[config.mk]
export PLATFORM = sky130hd
export DESIGN_NAME = bpwm_modulator
export DESIGN_NICKNAME = d
export VERILOG_FILES = /design/src/rtl/bpwm_pkg.sv /design/src/rtl/bpwm_halfbridge.sv /design/src/rtl/bpwm_ctrl.sv /design/src/rtl/bpwm_datapath.sv /design/src/rtl/bpwm_modulator.sv
export SDC_FILE = /design/constraint.sdc
export NUM_CORES = 1
export LEC_CHECK = 0
export BUFFER_PORTS_ARGS = -buffer_cell sky130_fd_sc_hd__buf_2
export CAP_MARGIN = 10
export CORE_MARGIN = 5
export CORE_UTILIZATION = 45
export CTS_CLUSTER_SIZE = 16
export DETAILED_ROUTE_END_ITERATION = 8
export GPL_TIMING_DRIVEN = 0
export PLACE_DENSITY = 0.63
export SYNTH_ARGS = -nofsm -noshare
export SYNTH_HDL_FRONTEND = slang
export SYNTH_HIERARCHICAL = 1
export SYNTH_SLANG_ARGS = --single-unit
export TNS_END_PERCENT = 10
[constraint.sdc]
create_clock -name clk -period 6.6 [get_ports clk]
set_clock_uncertainty 0.2 [all_clocks]
set_input_delay 0.33 -clock clk [delete_from_list [all_inputs] [get_ports clk]]
set_output_delay 0.33 -clock clk [all_outputs]
set_load 0.05 [all_outputs]
[src/rtl/bpwm_pkg.sv]
package bpwm_pkg;
  // strobes from control to datapath
  typedef struct packed {
    logic run;   // carrier active
    logic load;  // capture new inputs this edge
  } bpwm_stb_t;
endpackage

[src/rtl/bpwm_halfbridge.sv]
module bpwm_halfbridge #(
  parameter int DW = 3
) (
  input  logic          clk,
  input  logic          rstN,
  input  logic          run,
  input  logic          want,
  input  logic [DW-1:0] deadTime,
  output logic          hi,
  output logic          lo
);
  logic          level;
  logic [DW-1:0] deadCnt;

  always_ff @(posedge clk or negedge rstN) begin
    if (!rstN) begin
      level   <= 1'b0;
      deadCnt <= '0;
    end else if (!run) begin
      level   <= 1'b0;
      deadCnt <= '0;
    end else if (want != level) begin
      level   <= want;
      deadCnt <= deadTime;
    end else if (deadCnt != '0) begin
      deadCnt <= deadCnt - DW'(1);
    end
  end

  assign hi = level  && (deadCnt == '0);
  assign lo = !level && (deadCnt == '0);
endmodule

[src/rtl/bpwm_ctrl.sv]
module bpwm_ctrl
  import bpwm_pkg::*;
#(
  parameter int SW = 8
) (
  input  logic          clk,
  input  logic          rstN,
  input  logic          enable,
  output logic [SW-1:0] phase,
  output bpwm_stb_t     stb
);
  always_ff @(posedge clk or negedge rstN) begin
    if (!rstN)        phase <= '0;
    else if (!enable) phase <= '0;
    else              phase <= phase + SW'(1);
  end

  // capture continuously while stopped, else at the last count of a period
  always_comb begin
    stb.run  = enable;
    stb.load = !enable || (phase == '1);
  end
endmodule

[src/rtl/bpwm_datapath.sv]
module bpwm_datapath
  import bpwm_pkg::*;
#(
  parameter int SW = 8,
  parameter int DW = 3
) (
  input  logic                 clk,
  input  logic                 rstN,
  input  bpwm_stb_t            stb,
  input  logic [SW-1:0]        phase,
  input  logic signed [SW-1:0] sampleL,
  input  logic signed [SW-1:0] sampleR,
  input  logic [SW-2:0]        limitCode,
  input  logic [DW-1:0]        deadTime,
  input  logic                 monoMode,
  output logic [3:0]           rawHi,
  output logic [3:0]           rawLo
);
  localparam int LW     = SW - 1;
  localparam int HALF   = 1 << (SW - 1);
  localparam int DUTY_W = SW + 1;
  localparam int EXT_W  = SW + 2;

  logic signed [SW-1:0] sampL, sampR;
  logic [LW-1:0]        lim;
  logic [DW-1:0]        dead;
  logic                 mono;

  always_ff @(posedge clk or negedge rstN) begin
    if (!rstN) begin
      sampL <= '0;
      sampR <= '0;
      lim   <= '1;
      dead  <= '0;
      mono  <= 1'b0;
    end else if (stb.load) begin
      sampL <= sampleL;
      sampR <= sampleR;
      lim   <= limitCode;
      dead  <= deadTime;
      mono  <= monoMode;
    end
  end

  // symmetric clip to the ceiling, then offset from half period
  function automatic logic [DUTY_W-1:0] clampDuty(
    input logic signed [SW-1:0] s,
    input logic [LW-1:0]        l,
    input logic                 pos
  );
    logic signed [EXT_W-1:0] sx, ceilX, cx, dx, halfX;
    halfX = EXT_W'(HALF);
    sx    = {{2{s[SW-1]}}, s};
    if (&l) ceilX = halfX;
    else    ceilX = {3'b000, l};
    cx = sx;
    if (sx > ceilX)       cx = ceilX;
    else if (sx < -ceilX) cx = -ceilX;
    dx = pos ? (halfX + cx) : (halfX - cx);
    return dx[DUTY_W-1:0];
  endfunction

  logic [DUTY_W-1:0] dutyPL, dutyNL, dutyPR, dutyNR;
  logic [DUTY_W-1:0] duty [4];
  logic [3:0]        want;

  always_comb begin
    dutyPL = clampDuty(sampL, lim, 1'b1);
    dutyNL = clampDuty(sampL, lim, 1'b0);
    dutyPR = clampDuty(sampR, lim, 1'b1);
    dutyNR = clampDuty(sampR, lim, 1'b0);
    if (mono) begin
      duty[0] = dutyNR;
      duty[1] = dutyNR;
      duty[2] = dutyPR;
      duty[3] = dutyPR;
    end else begin
      duty[0] = dutyPL;
      duty[1] = dutyNL;
      duty[2] = dutyPR;
      duty[3] = dutyNR;
    end
  end

  for (genvar i = 0; i < 4; i++) begin : gHalf
    assign want[i] = {1'b0, phase} < duty[i];
    bpwm_halfbridge #(.DW(DW)) uHb (
      .clk      (clk),
      .rstN     (rstN),
      .run      (stb.run),
      .want     (want[i]),
      .deadTime (dead),
      .hi       (rawHi[i]),
      .lo       (rawLo[i])
    );
  end
endmodule

[src/rtl/bpwm_modulator.sv]
module bpwm_modulator
  import bpwm_pkg::*;
#(
  parameter int SW = 8,
  parameter int DW = 3
) (
  input  logic                 clk,
  input  logic                 rstN,
  input  logic                 enable,
  input  logic                 mute,
  input  logic                 monoMode,
  input  logic signed [SW-1:0] sampleL,
  input  logic signed [SW-1:0] sampleR,
  input  logic [SW-2:0]        limitCode,
  input  logic [DW-1:0]        deadTime,
  output logic [3:0]           hiDrv,
  output logic [3:0]           loDrv,
  output logic [1:0]           hiZ
);
  logic [SW-1:0] phase;
  bpwm_stb_t     stb;
  logic [3:0]    rawHi, rawLo;
  logic          drive;

  bpwm_ctrl #(.SW(SW)) uCtrl (
    .clk    (clk),
    .rstN   (rstN),
    .enable (enable),
    .phase  (phase),
    .stb    (stb)
  );

  bpwm_datapath #(.SW(SW), .DW(DW)) uData (
    .clk       (clk),
    .rstN      (rstN),
    .stb       (stb),
    .phase     (phase),
    .sampleL   (sampleL),
    .sampleR   (sampleR),
    .limitCode (limitCode),
    .deadTime  (deadTime),
    .monoMode  (monoMode),
    .rawHi     (rawHi),
    .rawLo     (rawLo)
  );

  assign drive = rstN && enable && !mute;
  assign hiDrv = rawHi & {4{drive}};
  assign loDrv = rawLo & {4{drive}};
  assign hiZ   = {2{!drive}};
endmodule

Word level (Yosys, flattened, before mapping)
Index checks and enable logic that the tools add are counted.
{"block": "word_totals", "out_inout_bits": 10, "ff_bits": 51, "wordCells": 101, "inputBits": 31}
{"block": "op_classes", "n_reduce_logical": 27, "n_eq_ne": 13, "n_addsub": 10, "n_lt_le_gt_ge": 8, "muxes": 27, "bitwise_logic": 2}
{"op": "< comparator 8 x 9 -> 1 bit", "count": 4}
{"op": "2-to-1 mux 3 bit", "count": 12}
{"op": "2-to-1 mux 36 bit", "count": 1}
{"op": "2-to-1 mux 9 bit", "count": 4}
{"op": "< comparator 8 x 10 -> 1 bit", "count": 2}
{"op": "adder 9 bit, first input constant", "count": 2}
{"op": "greater-than comparator 8 x 9 -> 1 bit", "count": 2}
{"op": "subtractor 9 bit, first input constant", "count": 2}
{"op": "2-to-1 mux 8 bit", "count": 2}
{"op": "zero test 3 bit", "count": 4}
{"op": "!= test 3 x 1 -> 1 bit, second input constant", "count": 4}
{"op": "nonzero test 3 bit", "count": 4}
{"op": "subtractor 3 x 1 -> 3 bit, second input constant", "count": 4}
{"op": "logical AND 1 bit", "count": 10}
{"op": "negation 8 -> 10 bit", "count": 1}
{"op": "adder 8 x 1 -> 8 bit, second input constant", "count": 1}
{"op": "AND 4 bit", "count": 2}
{"op": "== test 8 bit, second input constant", "count": 1}
{"op": "2-to-1 mux 1 bit", "count": 8}
{"op": "!= test 2 x 1 -> 1 bit, second input constant", "count": 4}
{"op": "zero test 1 bit", "count": 7}
{"op": "AND reduction 7 bit", "count": 1}
{"op": "!= test 1 bit", "count": 4}
{"op": "logical OR 1 bit", "count": 1}

Depth between registers and ports, before layout
Gate-level depths: netlist of run 1.
{"block": "logic_depth", "ltp_word": 12, "depth_mapped": 38, "ltp_nobuf": 34}

Hierarchy
Netlist of run 1, hierarchy kept.
{"module": "bpwm_datapath", "seq_area_each_um2": 684.4, "instances": 1, "cells_each": 461, "area_per_inst_um2": 3976.3}
{"module": "bpwm_halfbridge", "seq_area_each_um2": 100.1, "instances": 4, "cells_each": 26, "area_per_inst_um2": 250.2}
{"module": "bpwm_ctrl", "seq_area_each_um2": 200.2, "instances": 1, "cells_each": 35, "area_per_inst_um2": 377.9}
{"module": "bpwm_modulator", "seq_area_each_um2": 0.0, "instances": 1, "cells_each": 10, "area_per_inst_um2": 95.1}

Least setup slack after synthesis of run 1
Ideal clock, no wire load.
{"block": "synth_timing", "kind": "reg-to-reg", "start": "reg uData.lim[4]", "end": "reg uData.gHalf[1].uHb.deadCnt[0]", "synth_period_minus_slack_ps": 6780, "setup_time_ps": 119, "stages_incl_launch_ff": 35, "t_arrival_ps": 6462, "n_path_buf": 4, "slack_ps": -180, "path_cell_list": "dfstp_2 clkbuf_1 nand3_1 nor2_1 nand2_1 clkbuf_1 and2_1 inv_1 ha_1 clkbuf_1 nand2b_1 nor2_1 ha_1 and2_1 a311oi_1 a21boi_0 a211oi_2 buf_6 mux2i_1 o21ai_0 or3_4 xor2_1 nor2_1 a21oi_1 ha_1 a21o_1 a21o_1 a21oi_1 nor2b_1 a2111oi_0 a21oi_1 o211ai_2 xnor2_2 mux2i_1 nor2_1"}
{"block": "synth_between", "elab_chain_cells": 12, "word_cells_on_any_way": 19, "cone_classes": "add/sub (3); order compare (5); eq/ne (2); mux (8); reduce/logical (1)"}
{"item": "start: declaration", "line_no": "bpwm_datapath.sv:25", "text": "logic [LW-1:0] lim;"}
{"item": "start signal: assignment", "line_no": "bpwm_datapath.sv:39", "text": "lim <= limitCode;"}
{"item": "AND reduction 7 bit", "line_no": "bpwm_datapath.sv:54", "text": "if (&l) ceilX = halfX;"}
{"item": "2-to-1 mux 8 bit *", "line_no": "bpwm_datapath.sv:54"}
{"item": "negation 8 -> 10 bit", "line_no": "bpwm_datapath.sv:58", "text": "else if (sx < -ceilX) cx = -ceilX;"}
{"item": "< comparator 8 x 10 -> 1 bit", "line_no": "bpwm_datapath.sv:58"}
{"item": "2-to-1 mux 9 bit", "line_no": "bpwm_datapath.sv:58"}
{"item": "2-to-1 mux 9 bit", "line_no": "bpwm_datapath.sv:57", "text": "if (sx > ceilX) cx = ceilX;"}
{"item": "subtractor 9 bit"}
{"item": "2-to-1 mux 36 bit *", "line_no": "bpwm_datapath.sv:72", "text": "if (mono) begin"}
{"item": "< comparator 8 x 9 -> 1 bit *", "line_no": "bpwm_datapath.sv:86", "text": "assign want[i] = {1'b0, phase} < duty[i];"}
{"item": "net uData.want[1]", "line_no": "bpwm_datapath.sv:65", "text": "logic [3:0] want;"}
{"item": "!= test 1 bit *", "line_no": "bpwm_halfbridge.sv:22", "text": "end else if (want != level) begin"}
{"item": "2-to-1 mux 3 bit", "line_no": "bpwm_halfbridge.sv:22"}
{"item": "2-to-1 mux 3 bit", "line_no": "bpwm_halfbridge.sv:19", "text": "end else if (!run) begin"}
{"item": "end signal: assignment", "line_no": "bpwm_halfbridge.sv:24", "text": "deadCnt <= deadTime;"}
{"item": "end signal: assignment", "line_no": "bpwm_halfbridge.sv:26", "text": "deadCnt <= deadCnt - DW'(1);"}
{"item": "end: declaration", "line_no": "bpwm_halfbridge.sv:13", "text": "logic [DW-1:0] deadCnt;"}
The timed path passes the listed nets; every way through them passes the cells marked *.
A chain may end at the register's enable or synchronous reset.

Final worst setup path of run 1
{"block": "layout_timing", "start": "reg uData.lim[0]", "end": "reg uData.gHalf[1].uHb.deadCnt[0]"}
The elaborated chain is that of the path after synthesis.

==> results of run 1 <==
[power breakdown]
group / switching (mW) / leakage [nW] / internal (mW)
clock: 0.127 / 0.0844 / 0.181
combinational: 0.448 / 2.30 / 0.367
sequential: 0.0446 / 0.622 / 0.348
total: 0.619 / 3.01 / 0.896
[layout by cell type (no fill, tap or decap), types with 7 or more instances in the layout]
cell type / n
ha_1: 60
nor2_2: 8
a21o_1: 9
a21oi_1: 19
dfstp_2: 7
inv_1: 34
o21ai_1: 12
xnor2_2: 7
a21oi_2: 10
nand3_1: 13
nor3_1: 9
nor2_1: 45
o21a_1: 8
xnor2_1: 16
buf_4: 48
and4b_1: 8
nand2b_1: 12
dfrtp_1: 44
and2_1: 23
mux2_2: 20
o21ai_0: 35
nand2_1: 30
buf_2: 41
mux2i_1: 19
nor2b_1: 8
xor2_1: 8
[worst max-delay path, delay by kind of cell, from the launching register on]
family                   cells  cell delay [ns]
XOR/XNOR                     2             0.38
flip-flops                   1             0.63
buffers and inverters        5             0.64
AND/OR/NAND/NOR             10             0.97
adder cells (fa/ha/maj)      4             1.03
AO/OA/AOI/OAI               13             2.28
multiplexers                 1             0.17
[stage by stage]
stage	area, um2	std cells	setup TNS, ns
2_1_floorplan	5459	610	0
3_3_place_gp	5843	797	-11.78
3_5_place_dp	5863	798	-13.69
4_1_cts	6277	822	0
5_1_grt	6734	851	-0.2344
6_report	6734	851	0
[state kept, by name (all words and copies together) (netlist names)]
signal                   flops
uData/dead                   3
uData/sampR                  8
uData/gHalf.uHb/deadCnt     12
uData/lim                    7
uData/mono                   1
uData/gHalf.uHb/level        4
uCtrl/phase                  8
uData/sampL                  8
[logic make-up after synthesis]
group / count (synthesis) / synth area share
adders and majority gates: 66 / 0.1506
xor gates and xnor gates: 34 / 0.06152
DFF: 51 / 0.2358
buffers and inverters: 58 / 0.04729
muxes: 41 / 0.08058
and+or+nand+nor: 208 / 0.2215
AOI/OAI and AO/OA: 152 / 0.2027
[path summary, 6_finish.rpt]
kind / start / to / slack [ns] / cells past startpoint
max: uData/lim[0]$_DFFE_PN1P_ / uData/gHalf[1].uHb/deadCnt[0]$_DFFE_PN0P_ / 0.18 / 35
min: sampleL[3] / uData/sampL[3]$_DFFE_PN0P_ / 0.03 / 3
max reg2reg: uData/lim[0]$_DFFE_PN1P_ / uData/gHalf[1].uHb/deadCnt[0]$_DFFE_PN0P_ / 0.18 / 35
min reg2reg: uCtrl/phase[0]$_DFF_PN0_ / uCtrl/phase[0]$_DFF_PN0_ / 0.39 / 1
max in group asynchronous: rstN / uData/lim[1]$_DFFE_PN1P_ / 5.28 / 3
min in group asynchronous: rstN / uData/sampR[2]$_DFFE_PN0P_ / 0.30 / 2
[layer usage]
layer | up-vias | wire length [um] | part of all wire | GRT usage
li1 | 2398 | - | - | -
met1 | 2383 | 6686 | 0.43 | 0.2585
met2 | 104 | 7698 | 0.50 | 0.3635
met3 | 41 | 465 | 0.030 | 0.02875
met4 | 0 | 631 | 0.041 | 0.09377
met5 | - | 0 | 0 | 0
[area by class of cell]
cell class / count / area share
timing repair buffer: 91 / 0.08956
multi-input combinational: 501 / 0.6286
clock buffer: 5 / 0.01858
buffer: 16 / 0.01709
inverter: 37 / 0.02100
tap: 147 / 0.02731
sequential: 51 / 0.1908
clock inverter: 3 / 0.007061
[repair_timing]
action,4_1_cts,5_1_grt
pin swaps,13,39
buffers inserted,19,30
hold buffers,1,0
endpoints found under the setup margin,15,10
gates resized for setup,31,55
endpoints found under the hold margin,11,0
==> flow_metrics.tcl, run 1 <==
set metrics [dict create \
    outcome "finished, final reports clean" \
    cts_buffers 5 \
    synth.avg_cell_area_um2 8.935 \
    rsz0062_at_grt "true" \
    ff_latch_area_um2 1285 \
    yosysMostFrequentCell "ha_1" \
    grt_use_total 0.2099 \
    ant_nets 0 \
    crit_path_max_incr_delay_ns 0.63 \
    clkLatencyLatePin_ns 0.31 \
    synth_top_area_frac 0.2020 \
    dp_hpwl_um 11640 \
    synthTopCellsByArea "dfrtp_1 (20%), ha_1 (15%), mux2_2 (4.1%), o21ai_0 (3.9%), mux2i_1 (3.7%)" \
    drc 0 \
    async_flop_share 1.000 \
    synth_edf_count 0 \
    rows 40 \
    cpMostUsedCell "a21oi_2" \
    synth_common_cells "ha_1 (64), nor2_1 (52), dfrtp_1 (44)" \
    min_path_type "in2reg" \
    antenna_found_initial 0 \
    start_util 0.4556 \
    drt_pass1_iterations 5 \
    min_period_ns 6.418 \
    core_area_um2 11960 \
    power_mw 1.516 \
    worst-setup-path-type "reg2reg" \
    multiInputGateArea_um2 4233 \
    place_ws_ns -1.337 \
    final_core_util 0.5630 \
    grt_max_degree 45 \
    cp_slowest_cell "dfstp_2" \
    overflow 0 \
    area_growth_pct 23.55 \
    port_buffers 40 \
    clk_path_buf_depth 2 \
    num_io_pins 41 \
    routed_via_density 5.788 \
    required_ns 6.60 \
    finalNetCount 798 \
    peakVddDrop_uv 163.9 \
    yosysUniqueCellTypes 85 \
    first_global_vias 4831 \
    max_cap_viol_count 0 \
    clock_sinks 51 \
    ys_seq_area_frac 0.2358 \
    dieWidth_um 120.1 \
    syn_nets 705 \
    fmax_ghz 0.1558 \
    cp.arrival_ns 6.42 \
    ctsHtreeMaxLevel 2 \
    drive_above_1_share 0.3182 \
    dieArea_um2 14410 \
    power_density_nw_per_um2 225.1 \
    die_h_um 120.1 \
    grt_pass1_wl_um 24340 \
    cp-end-kind "register" \
    fillers 1086 \
    place_congestion 0.9187 \
    drt_wl_total_um 15480 \
    hold_viol 0 \
    cp-start-kind "register" \
    diodes 0 \
    hold_slack_ns 0.03290 \
    synth_flop_cell "dfrtp_1" \
    wl_per_cell_um 18.19 \
    ys_ff_latch 51 \
    drv_slew 0 \
    cts_tree "yes" \
    synth_top_cell_by_area "dfrtp_1" \
    leakage_nw 3.009 \
    ys.warnings.count 6 \
    setup_viol 0 \
    crit_fanout 8 \
    clockRootBuffer "clkbuf_16" \
    via_count 4926 \
    fin_crit_sh 0.9724 \
    relSlewSlack 0.5062 \
    syn_inst 610 \
    clk_pin_slew_worst_paths_ns 0.08 \
    setup_slack_ns 0.1825 \
    worst_slew_pin_slew_ns 0.7408 \
    synth_area_um2 5450 \
    drt_iter0_drc 218 \
]
(Power assumes the default switching activity.)
==> inputs of run 2 (changes only) <==
--- a/config.mk
+++ b/config.mk
@@ -12,9 +12,8 @@
 export CTS_CLUSTER_SIZE = 16
 export DETAILED_ROUTE_END_ITERATION = 8
 export GPL_TIMING_DRIVEN = 0
-export PLACE_DENSITY = 0.63
+export PLACE_DENSITY = 0.6
 export SYNTH_ARGS = -nofsm -noshare
 export SYNTH_HDL_FRONTEND = slang
-export SYNTH_HIERARCHICAL = 1
 export SYNTH_SLANG_ARGS = --single-unit
 export TNS_END_PERCENT = 10
==> constraint.sdc (replaced) <==
create_clock -name clk -period 6 [get_ports clk]
set_clock_uncertainty 0.2 [all_clocks]
set_input_delay 0.3 -clock clk [delete_from_list [all_inputs] [get_ports clk]]
set_output_delay 0.3 -clock clk [all_outputs]
set_load 0.05 [all_outputs]
==> run 2 against run 1 <==
Against the previous run: the run now ends with setup timing left; sequential cell count unchanged; first-iteration DRC count is 94% higher; synthesized area is 3.3% higher; die area up 3.0%; utilization is 3.3 points higher; sequential power up 9.7%; worst setup slack worse by 1.8 ns; non-clock buffer count grew 24.
==> flow_metrics.tcl, run 2 <==
set metrics [dict create \
    synth_area_um2 5629 \
    drt_iter0_drc 424 \
    finalNetCount 883 \
    overflow 0 \
    relSlewSlack 0.2791 \
    ff_latch_area_um2 1285 \
    dp_hpwl_um 12880 \
    wl_per_cell_um 18.74 \
    ant_nets 0 \
    final_core_util 0.5955 \
    min-delay-start "sampleR[4]" \
    outcome "finished with violations" \
    dieWidth_um 121.8 \
    core_area_um2 12160 \
    ys_seq_area_frac 0.2283 \
    yosysUniqueCellTypes 90 \
    grt_use_total 0.2421 \
    crit_path_max_incr_delay_ns 0.62 \
    r2r_end "uData.gHalf[1].uHb.deadCnt[0]$_DFFE_PN0P_" \
    cp-end-kind "register" \
    place_congestion 0.9307 \
    rows 40 \
    synth_common_cells "nand2_1 (67), ha_1 (64), nor2_1 (56)" \
    clkLatencyLatePin_ns 0.31 \
    synth.avg_cell_area_um2 8.315 \
    grt_max_degree 53 \
    drive_above_1_share 0.3105 \
    r2r_start "uData.lim[6]$_DFFE_PN1P_" \
    port_buffers 39 \
    area_growth_pct 28.65 \
    drc 0 \
    start_util 0.4629 \
    synth_top_cell_by_area "dfrtp_1" \
    cp-start-kind "register" \
    diodes 0 \
    die_h_um 121.8 \
    hold_path_depth 3 \
    drt_wl_total_um 17930 \
    syn_inst 677 \
    synth_top_area_frac 0.1956 \
    synth_edf_count 0 \
    synth_flop_cell "dfrtp_1" \
    hold_slack_ns 0.007335 \
    via_count 5657 \
    cp_slowest_cell "dfstp_2" \
    setup_slack_ns -1.627 \
    max_cap_viol_count 0 \
    multiInputGateArea_um2 4506 \
    largest-register "uData.gHalf.uHb.deadCnt" \
    min_path_type "in2reg" \
    cts_buffers 5 \
    worst_slew_pin_slew_ns 1.074 \
    setup_viol 15 \
    grt_pass1_wl_um 28680 \
    ctsHtreeMaxLevel 2 \
    largest_register_ffs 12 \
    place_ws_ns -2.134 \
    peakVddDrop_uv 111.4 \
    rsz0062_at_grt "true" \
    final_common_cell "nand2_1" \
    r2r_setup_slack_ns -1.63 \
    clk_path_buf_depth 2 \
    cp.arrival_ns 7.65 \
    reg2reg_depth 36 \
    antenna_found_initial 0 \
    num_io_pins 41 \
    drt_pass1_iterations 5 \
    leakage_nw 3.212 \
    required_ns 6.02 \
    clk_pin_slew_worst_paths_ns 0.08 \
    synthTopCellsByArea "dfrtp_1 (20%), ha_1 (14%), nand2_1 (4.5%), o21ai_0 (4.1%), nor2_1 (3.7%)" \
    fmax_ghz 0.1311 \
    ys.warnings.count 0 \
    fin_crit_sh 1.271 \
    first_global_vias 5554 \
    ys_ff_latch 51 \
    fin_tns_setup_ns -11.57 \
    power_density_nw_per_um2 237.7 \
    drv_slew 0 \
    violations "setup timing" \
    final_cell_mix "nand2_1 (62), ha_1 (59), buf_4 (55)" \
    cts_tree "yes" \
    async_flop_share 1.000 \
    syn_nets 772 \
    clock_sinks 51 \
    worst-setup-path-type "reg2reg" \
    yosysMostFrequentCell "nand2_1" \
    dieArea_um2 14850 \
    crit_fanout 8 \
    hold_viol 0 \
    clockRootBuffer "clkbuf_16" \
    fillers 1113 \
    routed_via_density 5.911 \
    min_period_ns 7.627 \
    hold_end "uData.sampR[4]$_DFFE_PN0P_" \
]
==> run 2: cell families after synthesis <==
family                   Yosys count  share of synthesized area
AND/OR/NAND/NOR                  243                     0.2241
AO/OA/AOI/OAI                    189                     0.2429
adder cells (fa/ha/maj)           68                     0.1496
buffers and inverters             64                    0.04756
flip-flops                        51                     0.2283
multiplexers                      32                    0.06090
XOR/XNOR                          30                    0.04668
==> run 2: layout make-up <==
type                            count  area share
Buffer                             24     0.01970
Clock buffer                        6     0.01780
Clock inverter                      2    0.008293
Inverter                           37     0.01952
Multi-Input combinational cell    562      0.6221
Sequential cell                    51      0.1774
Tap cell                          168     0.02903
Timing Repair Buffer              107      0.1061
==> run 2: metrics by stage <==
step	total power, mW	cell area (um2)	instances
after floorplan	1.005	5748	677
after global placement	1.173	6153	884
after detailed placement	1.196	6153	884
after CTS	1.671	6948	937
after global routing	1.843	7242	957
final	1.721	7242	957
==> run 2: worst max-delay path: cells and delay by family, from the launching register on <==
family                   cells  cell delay, ns
buffers and inverters        5            0.76
AO/OA/AOI/OAI               14            2.50
adder cells (fa/ha/maj)      3            0.69
AND/OR/NAND/NOR             13            2.60
XOR/XNOR                     1            0.15
flip-flops                   1            0.62
==> run 2: worst max path at each step <==
stage / start / to / slack, ns / depth (start not counted)
2_1_floorplan: uData.lim[5]$_DFFE_PN1P_ / uData.gHalf[1].uHb.deadCnt[0]$_DFFE_PN0P_ / -1.01 / 35
3_3_place_gp: uData.lim[5]$_DFFE_PN1P_ / uData.gHalf[1].uHb.deadCnt[0]$_DFFE_PN0P_ / -2.03 / 35
3_5_place_dp: uData.lim[5]$_DFFE_PN1P_ / uData.gHalf[1].uHb.deadCnt[0]$_DFFE_PN0P_ / -2.13 / 35
4_1_cts: uData.lim[3]$_DFFE_PN1P_ / uData.gHalf[1].uHb.deadCnt[0]$_DFFE_PN0P_ / -1.61 / 36
5_1_grt: uData.lim[6]$_DFFE_PN1P_ / uData.gHalf[1].uHb.deadCnt[0]$_DFFE_PN0P_ / -1.86 / 36
6_report: uData.lim[6]$_DFFE_PN1P_ / uData.gHalf[1].uHb.deadCnt[0]$_DFFE_PN0P_ / -1.63 / 36
==> run 2: layer usage <==
layer  GRT usage  routed length [um]  vias up  part of all wire
met3     0.03018                 855       43             0.048
met2      0.4195                8802      163              0.49
li1            -                   -     2736                 -
met4     0.08053                 566        0             0.032
met1      0.3118                7707     2715              0.43
met5           0                   0        -                 0
==> run 2: what timing repair did <==
| action | 4_1_cts | 5_1_grt |
|---|---|---|
| hold endpoints to repair | 8 | 22 |
| hold buffers | 8 | 1 |
| gates cloned | 0 | 0 |
| pin swaps | 35 | 46 |
| setup buffers | 37 | 21 |
| resized for setup | 56 | 30 |
| endpoints found under the setup margin | 16 | 16 |
==> run 2: where the power goes <==
part           switching (mW)  internal [mW]
sequential             0.0445          0.387
combinational           0.511          0.402
clock                   0.137          0.240
==> inputs of run 3 (changes only) <==
--- a/config.mk
+++ b/config.mk
@@ -7,6 +7,7 @@
 export LEC_CHECK = 0
 export BUFFER_PORTS_ARGS = -buffer_cell sky130_fd_sc_hd__buf_2
 export CAP_MARGIN = 10
+export CORE_ASPECT_RATIO = 1.2
 export CORE_MARGIN = 5
 export CORE_UTILIZATION = 45
 export CTS_CLUSTER_SIZE = 16
==> run 3 against run 2 <==
Against the previous run: the run still ends with setup timing left; clock-buffer cell count decreased by 1; hold slack got worse by 0.0042 ns; register-to-register slack gained 0.04 ns; critical path depth did not move; global-route usage increased by 0.35 points; sequential share of layout area barely moved; via count rose by 1.3%.
==> flow_metrics.tcl, run 3 (synthesis gave the netlist of run 2 again) <==
set metrics [dict create \
    outcome "finished with violations" \
    violations "setup timing" \
    leakage_nw 3.182 \
    dieWidth_um 112.1 \
    rsz0062_at_grt "true" \
    overflow 0 \
    largest_register_ffs 12 \
    peakVddDrop_uv 123.9 \
    required_ns 6.02 \
    via_count 5730 \
    place_ws_ns -2.264 \
    hold_end "uData.sampR[7]$_DFFE_PN0P_" \
    drive_above_1_share 0.3236 \
    clock_sinks 51 \
    drt_pass1_iterations 5 \
    core_area_um2 12170 \
    first_global_vias 5549 \
    fmax_ghz 0.1317 \
    power_density_nw_per_um2 234.7 \
    setup_viol 15 \
    finalNetCount 882 \
    area_growth_pct 28.50 \
    final_common_cell "nand2_1" \
    clk_path_buf_depth 2 \
    drc 0 \
    fin_crit_sh 1.265 \
    drv_slew 0 \
    cp-end-kind "register" \
    hold_path_depth 3 \
    final_cell_mix "nand2_1 (62), buf_4 (58), ha_1 (57)" \
    cp.arrival_ns 7.61 \
    dp_hpwl_um 13650 \
    r2r_end "uData.gHalf[1].uHb.deadCnt[0]$_DFFE_PN0P_" \
    rows 44 \
    port_buffers 39 \
    cp_slowest_cell "dfstp_2" \
    crit_fanout 6 \
    fillers 1084 \
    final_core_util 0.5945 \
    r2r_setup_slack_ns -1.59 \
    fin_area_um2 7233 \
    max_cap_viol_count 0 \
    fin_tns_setup_ns -11.84 \
    clkLatencyLatePin_ns 0.31 \
    clk_pin_slew_worst_paths_ns 0.08 \
    antenna_found_initial 0 \
    r2r_start "uData.lim[2]$_DFFE_PN1P_" \
    cts_buffers 5 \
    fin_cells 949 \
    die_h_um 132.5 \
    ctsHtreeMaxLevel 2 \
    place_congestion 0.8858 \
    drt_wl_total_um 18710 \
    hold_viol 0 \
    setup_slack_ns -1.590 \
    crit_path_max_incr_delay_ns 0.57 \
    min-delay-start "sampleR[7]" \
    relSlewSlack 0.2479 \
    wl_per_cell_um 19.71 \
    routed_via_density 6.038 \
    clockRootBuffer "clkbuf_16" \
    grt_max_degree 53 \
    ff_latch_area_um2 1285 \
    dpl.cell_count 877 \
    worst_slew_pin_slew_ns 1.121 \
    drt_iter0_drc 357 \
    cp-start-kind "register" \
    cts_tree "yes" \
    min_period_ns 7.590 \
    dieArea_um2 14860 \
    start_util 0.4627 \
    grt_pass1_wl_um 29450 \
    multiInputGateArea_um2 4573 \
    grt_use_total 0.2456 \
    min_path_type "in2reg" \
    ant_nets 0 \
    place_area_um2 6145 \
    reg2reg_depth 36 \
    largest-register "uData.gHalf.uHb.deadCnt" \
    worst-setup-path-type "reg2reg" \
    num_io_pins 41 \
    cpMostUsedCell "ha_4" \
    diodes 0 \
]
run 3: changes by cell type in the layout (fill, tap and decap cells not counted), moves of 3 or more:
cell and change:
nor2_2 +3, o21ai_1 -4, nor2_1 -3, buf_4 +3
run 3: worst max-delay path, delay by kind of cell (launching register included):
| family | cells | cell delay, ns |
|---|---|---|
| AO/OA/AOI/OAI | 14 | 2.69 |
| XOR/XNOR | 1 | 0.11 |
| adder cells (fa/ha/maj) | 4 | 0.83 |
| buffers and inverters | 6 | 0.82 |
| flip-flops | 1 | 0.57 |
| AND/OR/NAND/NOR | 11 | 2.27 |
run 3: cell type report:
type | count | area share
multi-input combinational | 562 | 0.6322
sequential | 51 | 0.1777
timing repair buffer | 107 | 0.1033
tap | 161 | 0.02785
inverter | 37 | 0.01989
buffer | 23 | 0.01782
clock buffer | 5 | 0.01730
clock inverter | 3 | 0.003979
run 3: layer usage:
layer  track usage  up-vias  share of wire
met3       0.02878       43          0.033
met4       0.09886        0          0.038
li1              -     2750              -
met1        0.2789     2788           0.40
met2        0.4609      149           0.53
met5             0        -              0
run 3: worst max-delay path by stage:
stage	start	end	slack (ns)
floorplan	uData.lim[5]$_DFFE_PN1P_	uData.gHalf[1].uHb.deadCnt[0]$_DFFE_PN0P_	-1.01
global placement	uData.lim[0]$_DFFE_PN1P_	uData.gHalf[1].uHb.deadCnt[0]$_DFFE_PN0P_	-2.15
detailed placement	uData.lim[0]$_DFFE_PN1P_	uData.gHalf[1].uHb.deadCnt[0]$_DFFE_PN0P_	-2.26
CTS	uData.lim[3]$_DFFE_PN1P_	uData.gHalf[1].uHb.deadCnt[0]$_DFFE_PN0P_	-1.60
global route	uData.lim[2]$_DFFE_PN1P_	uData.gHalf[1].uHb.deadCnt[0]$_DFFE_PN0P_	-1.78
finish	uData.lim[2]$_DFFE_PN1P_	uData.gHalf[1].uHb.deadCnt[0]$_DFFE_PN0P_	-1.59
run 3: report_power, final:
group | total [mW] | switching, mW | internal (mW)
Clock | 0.308 | 0.149 | 0.160
Combinational | 0.958 | 0.537 | 0.421
Sequential | 0.431 | 0.0447 | 0.386
Total | 1.70 | 0.730 | 0.967
run 3: what timing repair did:
item                       CTS  global route
resized for setup           55            48
hold endpoints to repair     7            44
buffers inserted            39            21
hold buffers                 7             1
setup endpoints to repair   16            16
pin swaps                   42            51
run 3: through the flow:
stage	total power, mW	hold slack [ns]
after floorplan	1.005	-0.1956
after global placement	1.181	0.2994
after detailed placement	1.203	0.3081
after CTS	1.615	0.0005904
after global routing	1.815	0.01949
final	1.697	0.003131
